**config.mk**
```make
export PLATFORM = sky130hd
export DESIGN_NAME = adcq_seq
export DESIGN_NICKNAME = d
export VERILOG_FILES = /design/src/rtl/adcq_pkg.sv /design/src/rtl/adcq_fifo.sv /design/src/rtl/adcq_walker.sv /design/src/rtl/adcq_seq.sv
export SDC_FILE = /design/constraint.sdc
export NUM_CORES = 1
export LEC_CHECK = 0
export BUFFER_PORTS_ARGS = -buffer_cell sky130_fd_sc_hd__clkbuf_2
export CAP_MARGIN = 20
export CELL_PAD_IN_SITES_DETAIL_PLACEMENT = 0
export CELL_PAD_IN_SITES_GLOBAL_PLACEMENT = 1
export CORE_MARGIN = 8
export CORE_UTILIZATION = 55
export CTS_CLUSTER_DIAMETER = 30
export DETAILED_ROUTE_END_ITERATION = 16
export PLACE_DENSITY = 0.95
export SKIP_LAST_GASP = 1
export SLEW_MARGIN = 40
export SYNTH_ARGS = -nofsm -noshare
export SYNTH_HDL_FRONTEND = slang
export SYNTH_SLANG_ARGS = --single-unit
```
**constraint.sdc**
```tcl
create_clock -name clk -period 10.6 [get_ports clk]
set_input_delay 1.59 -clock clk [delete_from_list [all_inputs] [get_ports clk]]
set_output_delay 1.59 -clock clk [all_outputs]
set_load 0.005 [all_outputs]
```
**src/rtl/adcq_pkg.sv**
```systemverilog
package adcq_pkg;

  localparam int CHAN_W = 4;
  localparam int RES_W  = 12;

  localparam logic [2:0] A_CTRL  = 3'd0;
  localparam logic [2:0] A_COUNT = 3'd1;
  localparam logic [2:0] A_NODES = 3'd2;
  localparam logic [2:0] A_STAT  = 3'd3;
  localparam logic [2:0] A_FCTL  = 3'd4;
  localparam logic [2:0] A_FDATA = 3'd5;

  localparam int B_EN    = 0;
  localparam int B_IRQEN = 18;
  localparam int B_TRIG  = 22;
  localparam int B_DONE  = 0;
  localparam int B_FERR  = 2;
  localparam int B_FLUSH = 0;
  localparam int B_ERREN = 3;
  localparam int B_THR   = 11;
  localparam int B_OF    = 16;
  localparam int B_UF    = 17;

  typedef enum logic [0:0] {WK_IDLE, WK_WAIT} walk_state_t;

endpackage

```
**src/rtl/adcq_fifo.sv**
```systemverilog
module adcq_fifo #(
  parameter int DEPTH = 16,
  parameter int W     = 16
) (
  input  logic         clk,
  input  logic         rst,
  input  logic         flush,
  input  logic         push,
  input  logic [W-1:0] wdata,
  input  logic         pop,
  output logic [W-1:0] rdata,
  output logic         full,
  output logic         empty,
  output logic         ovf_evt,
  output logic         udf_evt
);
  localparam int AW = $clog2(DEPTH);

  logic [W-1:0] mem [DEPTH];
  logic [AW:0]  wp, rp;
  logic         do_push, do_pop;

  assign empty   = (wp == rp);
  assign full    = (wp[AW] != rp[AW]) && (wp[AW-1:0] == rp[AW-1:0]);
  assign do_push = push && !full && !flush;
  assign do_pop  = pop && !empty && !flush;
  assign ovf_evt = push && full && !flush;
  assign udf_evt = pop && empty && !flush;

  // storage without reset so it maps onto block RAM
  always_ff @(posedge clk) begin
    if (do_push) mem[wp[AW-1:0]] <= wdata;
  end

  always_ff @(posedge clk) begin
    if (rst) begin
      wp    <= '0;
      rp    <= '0;
      rdata <= '0;
    end else begin
      if (flush) begin
        wp <= '0;
        rp <= '0;
      end else begin
        if (do_push) wp <= wp + 1'b1;
        if (do_pop)  rp <= rp + 1'b1;
      end
      if (pop) rdata <= do_pop ? mem[rp[AW-1:0]] : '0;
    end
  end

  assert_full_holds_R8: assert property (@(posedge clk) disable iff (rst)
    (push && !pop && full && !flush) |=> full);
  assert_flush_empties_R10: assert property (@(posedge clk) disable iff (rst)
    flush |=> empty);
  assert_empty_read_zero_R9: assert property (@(posedge clk) disable iff (rst)
    (pop && empty && !flush) |=> (rdata == '0));

endmodule

```
**src/rtl/adcq_walker.sv**
```systemverilog
module adcq_walker
  import adcq_pkg::*;
#(
  parameter int NODES = 8,
  parameter int CNT_W = 4
) (
  input  logic                     clk,
  input  logic                     rst,
  input  logic                     enable,
  input  logic                     trig,
  input  logic [CNT_W-1:0]         count,
  input  logic [NODES*CHAN_W-1:0]  nodes,
  input  logic                     adc_done,
  input  logic [RES_W-1:0]         adc_data,
  output logic                     adc_start,
  output logic [CHAN_W-1:0]        adc_chan,
  output logic                     res_push,
  output logic [CHAN_W+RES_W-1:0]  res_word,
  output logic                     pass_done
);
  localparam logic [CNT_W-1:0] MAX_N = CNT_W'(NODES);

  walk_state_t        state;
  logic [CNT_W-1:0]   idx, len_q, eff_len, sel_idx;
  logic [CHAN_W-1:0]  node_ch [NODES];
  logic [CHAN_W-1:0]  sel_ch;
  logic               last;

  for (genvar g = 0; g < NODES; g++) begin : g_node
    assign node_ch[g] = nodes[g*CHAN_W +: CHAN_W];
  end

  assign eff_len = (count > MAX_N) ? MAX_N : count;
  assign sel_idx = (state == WK_WAIT) ? idx + 1'b1 : '0;
  assign last    = ((idx + 1'b1) == len_q);

  always_comb begin
    sel_ch = '0;
    for (int k = 0; k < NODES; k++) begin
      if (CNT_W'(k) == sel_idx) sel_ch = node_ch[k];
    end
  end

  assign res_push = (state == WK_WAIT) && adc_done && enable;
  assign res_word = {adc_chan, adc_data};

  always_ff @(posedge clk) begin
    if (rst) begin
      state     <= WK_IDLE;
      idx       <= '0;
      len_q     <= '0;
      adc_start <= 1'b0;
      adc_chan  <= '0;
      pass_done <= 1'b0;
    end else begin
      adc_start <= 1'b0;
      pass_done <= 1'b0;
      if (!enable) begin
        state <= WK_IDLE;
      end else begin
        case (state)
          WK_IDLE: if (trig) begin
            idx   <= '0;
            len_q <= eff_len;
            if (eff_len == '0) begin
              pass_done <= 1'b1;
            end else begin
              adc_start <= 1'b1;
              adc_chan  <= sel_ch;
              state     <= WK_WAIT;
            end
          end
          WK_WAIT: if (adc_done) begin
            if (last) begin
              state     <= WK_IDLE;
              pass_done <= 1'b1;
            end else begin
              idx       <= idx + 1'b1;
              adc_start <= 1'b1;
              adc_chan  <= sel_ch;
            end
          end
          default: state <= WK_IDLE;
        endcase
      end
    end
  end

  assert_chan_hold_R2: assert property (@(posedge clk) disable iff (rst)
    (state == WK_WAIT && !adc_done && enable) |=> $stable(adc_chan));
  assert_zero_len_R7: assert property (@(posedge clk) disable iff (rst)
    (state == WK_IDLE && enable && trig && count == '0) |=> (pass_done && !adc_start));
  assert_busy_trig_ignored_R6: assert property (@(posedge clk) disable iff (rst)
    (state == WK_WAIT && enable && trig && !adc_done) |=> !adc_start);
  assert_abort_quiet_R12: assert property (@(posedge clk) disable iff (rst)
    !enable |=> (!adc_start && !pass_done));

endmodule

```
**src/rtl/adcq_seq.sv**
```systemverilog
module adcq_seq
  import adcq_pkg::*;
#(
  parameter int NODES = 8,
  parameter int DEPTH = 16,
  parameter int CNT_W = 4,
  parameter int THR_W = 5,
  parameter int DW    = 32
) (
  input  logic              clk,
  input  logic              rst,
  input  logic              reg_wr,
  input  logic              reg_rd,
  input  logic [2:0]        reg_addr,
  input  logic [DW-1:0]     reg_wdata,
  output logic [DW-1:0]     reg_rdata,
  output logic              adc_start,
  output logic [CHAN_W-1:0] adc_chan,
  input  logic              adc_done,
  input  logic [RES_W-1:0]  adc_data,
  output logic              irq
);
  localparam int WORD_W = CHAN_W + RES_W;
  localparam int LIST_W = NODES * CHAN_W;

  logic wr_ctrl, wr_cnt, wr_nodes, wr_stat, wr_fctl, pop, flush, trig, en_now;
  logic en_q, irqen_q, erren_q, of_q, uf_q, done_q, ferr_q, irq_q;
  logic irqen_n, done_n, ferr_n, of_n, uf_n;
  logic [CNT_W-1:0]  cnt_q;
  logic [LIST_W-1:0] nodes_q;
  logic [THR_W-1:0]  thr_q;
  logic [DW-1:0]     rd_q, rd_mux;
  logic              rd_fifo_q;
  logic              res_push, pass_done, ovf_evt, udf_evt, f_full, f_empty;
  logic [WORD_W-1:0] res_word, fifo_q;
  logic              unused_bits;

  assign unused_bits = ^{reg_wdata, f_full, f_empty};

  assign wr_ctrl  = reg_wr && (reg_addr == A_CTRL);
  assign wr_cnt   = reg_wr && (reg_addr == A_COUNT);
  assign wr_nodes = reg_wr && (reg_addr == A_NODES);
  assign wr_stat  = reg_wr && (reg_addr == A_STAT);
  assign wr_fctl  = reg_wr && (reg_addr == A_FCTL);
  assign pop      = reg_rd && (reg_addr == A_FDATA);
  assign flush    = wr_fctl && reg_wdata[B_FLUSH];
  assign trig     = wr_ctrl && reg_wdata[B_TRIG];
  assign en_now   = wr_ctrl ? reg_wdata[B_EN] : en_q;

  adcq_walker #(.NODES(NODES), .CNT_W(CNT_W)) i_walker (
    .clk(clk), .rst(rst), .enable(en_now), .trig(trig),
    .count(cnt_q), .nodes(nodes_q),
    .adc_done(adc_done), .adc_data(adc_data),
    .adc_start(adc_start), .adc_chan(adc_chan),
    .res_push(res_push), .res_word(res_word), .pass_done(pass_done)
  );

  adcq_fifo #(.DEPTH(DEPTH), .W(WORD_W)) i_fifo (
    .clk(clk), .rst(rst), .flush(flush),
    .push(res_push), .wdata(res_word), .pop(pop),
    .rdata(fifo_q), .full(f_full), .empty(f_empty),
    .ovf_evt(ovf_evt), .udf_evt(udf_evt)
  );

  always_comb begin
    irqen_n = wr_ctrl ? reg_wdata[B_IRQEN] : irqen_q;
    done_n  = pass_done | (done_q & ~(wr_stat & reg_wdata[B_DONE]));
    ferr_n  = (erren_q & (ovf_evt | udf_evt)) | (ferr_q & ~(wr_stat & reg_wdata[B_FERR]));
    of_n    = flush ? 1'b0 : (of_q | ovf_evt);
    uf_n    = flush ? 1'b0 : (uf_q | udf_evt);
  end

  always_ff @(posedge clk) begin
    if (rst) begin
      en_q    <= 1'b0;
      irqen_q <= 1'b0;
      cnt_q   <= '0;
      nodes_q <= '0;
      erren_q <= 1'b0;
      thr_q   <= THR_W'(1);
      of_q    <= 1'b0;
      uf_q    <= 1'b0;
      done_q  <= 1'b0;
      ferr_q  <= 1'b0;
      irq_q   <= 1'b0;
    end else begin
      if (wr_ctrl) begin
        en_q    <= reg_wdata[B_EN];
        irqen_q <= reg_wdata[B_IRQEN];
      end
      if (wr_cnt)   cnt_q   <= reg_wdata[CNT_W-1:0];
      if (wr_nodes) nodes_q <= reg_wdata[LIST_W-1:0];
      if (wr_fctl) begin
        erren_q <= reg_wdata[B_ERREN];
        thr_q   <= reg_wdata[B_THR +: THR_W];
      end
      of_q   <= of_n;
      uf_q   <= uf_n;
      done_q <= done_n;
      ferr_q <= ferr_n;
      irq_q  <= irqen_n && done_n;
    end
  end

  assign irq = irq_q;

  always_comb begin
    rd_mux = '0;
    case (reg_addr)
      A_CTRL: begin
        rd_mux[B_EN]    = en_q;
        rd_mux[B_IRQEN] = irqen_q;
      end
      A_COUNT: rd_mux[CNT_W-1:0]  = cnt_q;
      A_NODES: rd_mux[LIST_W-1:0] = nodes_q;
      A_STAT: begin
        rd_mux[B_DONE] = done_q;
        rd_mux[B_FERR] = ferr_q;
      end
      A_FCTL: begin
        rd_mux[B_ERREN]          = erren_q;
        rd_mux[B_THR +: THR_W]   = thr_q;
        rd_mux[B_OF]             = of_q;
        rd_mux[B_UF]             = uf_q;
      end
      default: rd_mux = '0;
    endcase
  end

  always_ff @(posedge clk) begin
    if (rst) begin
      rd_q      <= '0;
      rd_fifo_q <= 1'b0;
    end else begin
      rd_fifo_q <= pop;
      if (reg_rd) rd_q <= rd_mux;
    end
  end

  assign reg_rdata = rd_fifo_q ? DW'(fifo_q) : rd_q;

  assert_irq_follows_R5: assert property (@(posedge clk) disable iff (rst)
    irq == (irqen_q && done_q));
  assert_done_w1c_R4: assert property (@(posedge clk) disable iff (rst)
    (wr_stat && reg_wdata[B_DONE] && !pass_done) |=> !done_q);
  assert_ferr_gated_R11: assert property (@(posedge clk) disable iff (rst)
    (!erren_q && !ferr_q) |=> !ferr_q);
  assert_sticky_of_R8: assert property (@(posedge clk) disable iff (rst)
    (of_q && !flush) |=> of_q);

endmodule

```
==> summary.md <==
| Metric | Value |
|---|---|
| Max-cap violations | `0` |
| Hold Buf Count CTS | `0` |
| Vias in the first global route | `9912` |
| Post-synth EDFFs | `256` |
| Total track usage | `24.5%` |
| I/O pins | `90` |
| Wirelength, routed | `41300 µm` |
| Commonest non-fill, non-tap cell in the layout | `edfxtp_1` |
| Initial antenna violation count | `0` |
| R2R cell count | `4` |
| DP HPWL | `24700 µm` |
| Reg2reg start | `i_walker.state` |
| Fillers | `1811` |
| CORE AREA | `27700 µm²` |
| Row count | `61` |
| Crit path kind | `in -> reg` |
| CP Capture Type | `flop` |
| Startpoint types | `primary input` |
| Avg WL per Cell | `25.9 µm` |
| Non-Filler Instances | `1591` |
| Number of buffers created by CTS | `69` |
| Register area share after synthesis | `66.2%` |
| Ys async rst share | `0%` |
| Worst skew pair latency | `560 ps` |
| Final hold vios | `0` |
| Die X | `184 µm` |
| Clock Path Buffers | `3` |
| Worst VDD drop | `157 µV` |
| Fin nets | `1219` |
| Mapped Cells | `1059` |
| Worst Max-Slew Pin Slew | `929 ps` |
| Yosys warning total | `0` |
| Area after DPL | `16200 µm²` |
| Initial DRC count | `1093` |
| Post-cts sizing count | `0` |
| Yosys cell types | `56` |
| Crit path from | `reg_addr[2]` |
| Skew final | `17.8 ps` |
| Global-route wire length before repair | `61700 µm` |
| Syn nets | `1117` |
| PortBufs | `89` |
| Unrepaired setup endpoints after global routing | `false` |
| Worst endpoint required time | `10780 ps` |
| Post-Syn Area | `15500 µm²` |
| CTS Sinks | `383` |
| Final Max Slew Viols | `0` |
| R2r setup slk | `7290 ps` |
| RR Endpoint | `i_fifo.mem[12][12]` |
| Fmax | `253 MHz` |
| Worst rel slew slack | `38.0%` |
| Critical Path Fanout Max | `16` |
| Via-to-Cell Ratio | `6.16` |
| Vias post-DR | `9803` |
| Die H | `184 µm` |
| Seq cells post-synth | `383` |
| Area grow syn2layout | `19.4%` |
| Reg clk slew, reported paths | `50 ps` |
| Multi-input gate area | `4880 µm²` |
| Design area | `18500 µm²` |
| TNS Setup | `0 ps` |
| Grt total ovfl | `0` |
| HP Class | `reg -> reg` |
| Worst setup path end | `i_fifo.mem[12][12]` |
| Setup Viol. Count Final | `0` |
| Sequential Area | `10200 µm²` |
| Hold_ws | `454 ps` |
| Leakage power | `6.29 nW` |
| Final min period | `3950 ps` |
| CP arrival | `4130 ps` |
| Clk root buf | `clkbuf_16` |
| Drc violations | `0` |
| CTS tree | `built` |
| Post-place setup slack | `6200 ps` |
| Pin count of the biggest net entering global routing | `55` |
| Most frequent cells in the layout | `256 x edfxtp_1, 121 x dfxtp_1, 99 x nand2_1` |
| Power Dens Cells | `206 nW/µm²` |
| DRT Pass-1 Iters | `6` |
| Die area | `33700 µm²` |
| # Post-CTS Setup Buffers | `0` |
| Remaining antenna violation count | `0` |
| Htree depth | `3` |
| Antenna Cells | `0` |
| Dpl cells | `1468` |
| Syn Area/Cell | `14.6 µm²` |
| Placer Congestion | `0.943` |
| Setup ws final | `6650 ps` |
| Initial Utilization | `55.8%` |
| Layout cell share with drive strength beyond 1 | `27.7%` |
| Final period util | `37.3%` |
| Run status | `finished, final reports clean` |
| Ys flop type | `edfxtp_1` |
## worst min-delay path by stage
stage                     start          endpoint  slack [ps]  cells after the start
2_1_floorplan   i_fifo.rdata[0]   i_fifo.rdata[0]         420                      2
3_3_place_gp    i_fifo.rdata[8]   i_fifo.rdata[8]         430                      2
3_5_place_dp   i_fifo.rdata[10]  i_fifo.rdata[10]         440                      2
4_1_cts                  ferr_q            ferr_q         460                      2
5_1_grt                  ferr_q            ferr_q         490                      2
6_report       i_fifo.rdata[10]  i_fifo.rdata[10]         450                      2
## power by group
group	total, W	internal, W	switching, W
Combinational	0.0000622	0.0000173	0.0000450
Sequential	0.00160	0.00159	0.00000427
Clock	0.00214	0.00138	0.000759
Total	0.00380	0.00299	0.000809
## cell type report
| type | count | area share, % |
|---|---|---|
| clock inverters | 41 | 2.20 |
| well taps | 378 | 2.56 |
| flip-flops and latches | 383 | 55.5 |
| inverters | 21 | 0.427 |
| repair buffers | 99 | 2.83 |
| clock buffers | 82 | 10.0 |
| multi-input cells | 587 | 26.5 |
## logic make-up (layout without fill, tap and decap cells)
kind of cell / count (synthesis) / after routing / share of synthesized area [%]
AOI/OAI and AO/OA: 151 / 151 / 5.85
xor gates and xnor gates: 15 / 15 / 0.939
adders and majority gates: 6 / 6 / 0.486
buffers and inverters: 89 / 243 / 2.32
DFF: 383 / 383 / 66.2
muxes: 129 / 129 / 15.1
and+or+nand+nor: 286 / 286 / 9.05
## state kept, by name (all words and copies together), names as in the netlist, 5 cells and up, named ones only
signal and cells:
i_fifo.mem 256, i_fifo.rdata 16, i_fifo.rp 5, i_fifo.wp 5, nodes_q 32, rd_q 32
thr_q 5
## metrics by stage
step	util [%]	power, W
floorplan	-	0.00165
global placement	58.4	0.00169
detailed placement	58.4	0.00169
CTS	66.6	0.00381
global route	66.6	0.00388
finish	66.6	0.00380
## metal layers
metal | track usage (%) | routed length (µm) | up-vias
li1 | - | - | 4207
met5 | 0 | 0 | -
met2 | 40.3 | 20200 | 591
met4 | 11.1 | 1610 | 0
met1 | 31.0 | 15700 | 4913
met3 | 5.22 | 3730 | 92
## worst max-delay path, cell delays in order
cell	delay [ps]
clkbuf_2	200
or4b_4	650
mux2_2	300
o211a_1	560
and3_1	810
## synth_stat cells (all sizes together) (8+ instances only)
cell type	number	area share [%]
xnor2	10	0.57
clkbuf	51	1.2
mux4	81	12
edfxtp	256	50
a32o	9	0.59
nand2	99	2.4
nand3	8	0.26
nor2	67	1.6
mux2i	22	1.4
dfxtp	127	16
o21ai	23	0.74
o22ai	13	0.53
mux2	26	1.9
nor2b	54	2.2
a21oi	78	2.5
buf	17	0.57
inv	21	0.51
and3	15	0.61
No activity file was read; power rests on OpenSTA's default activity.
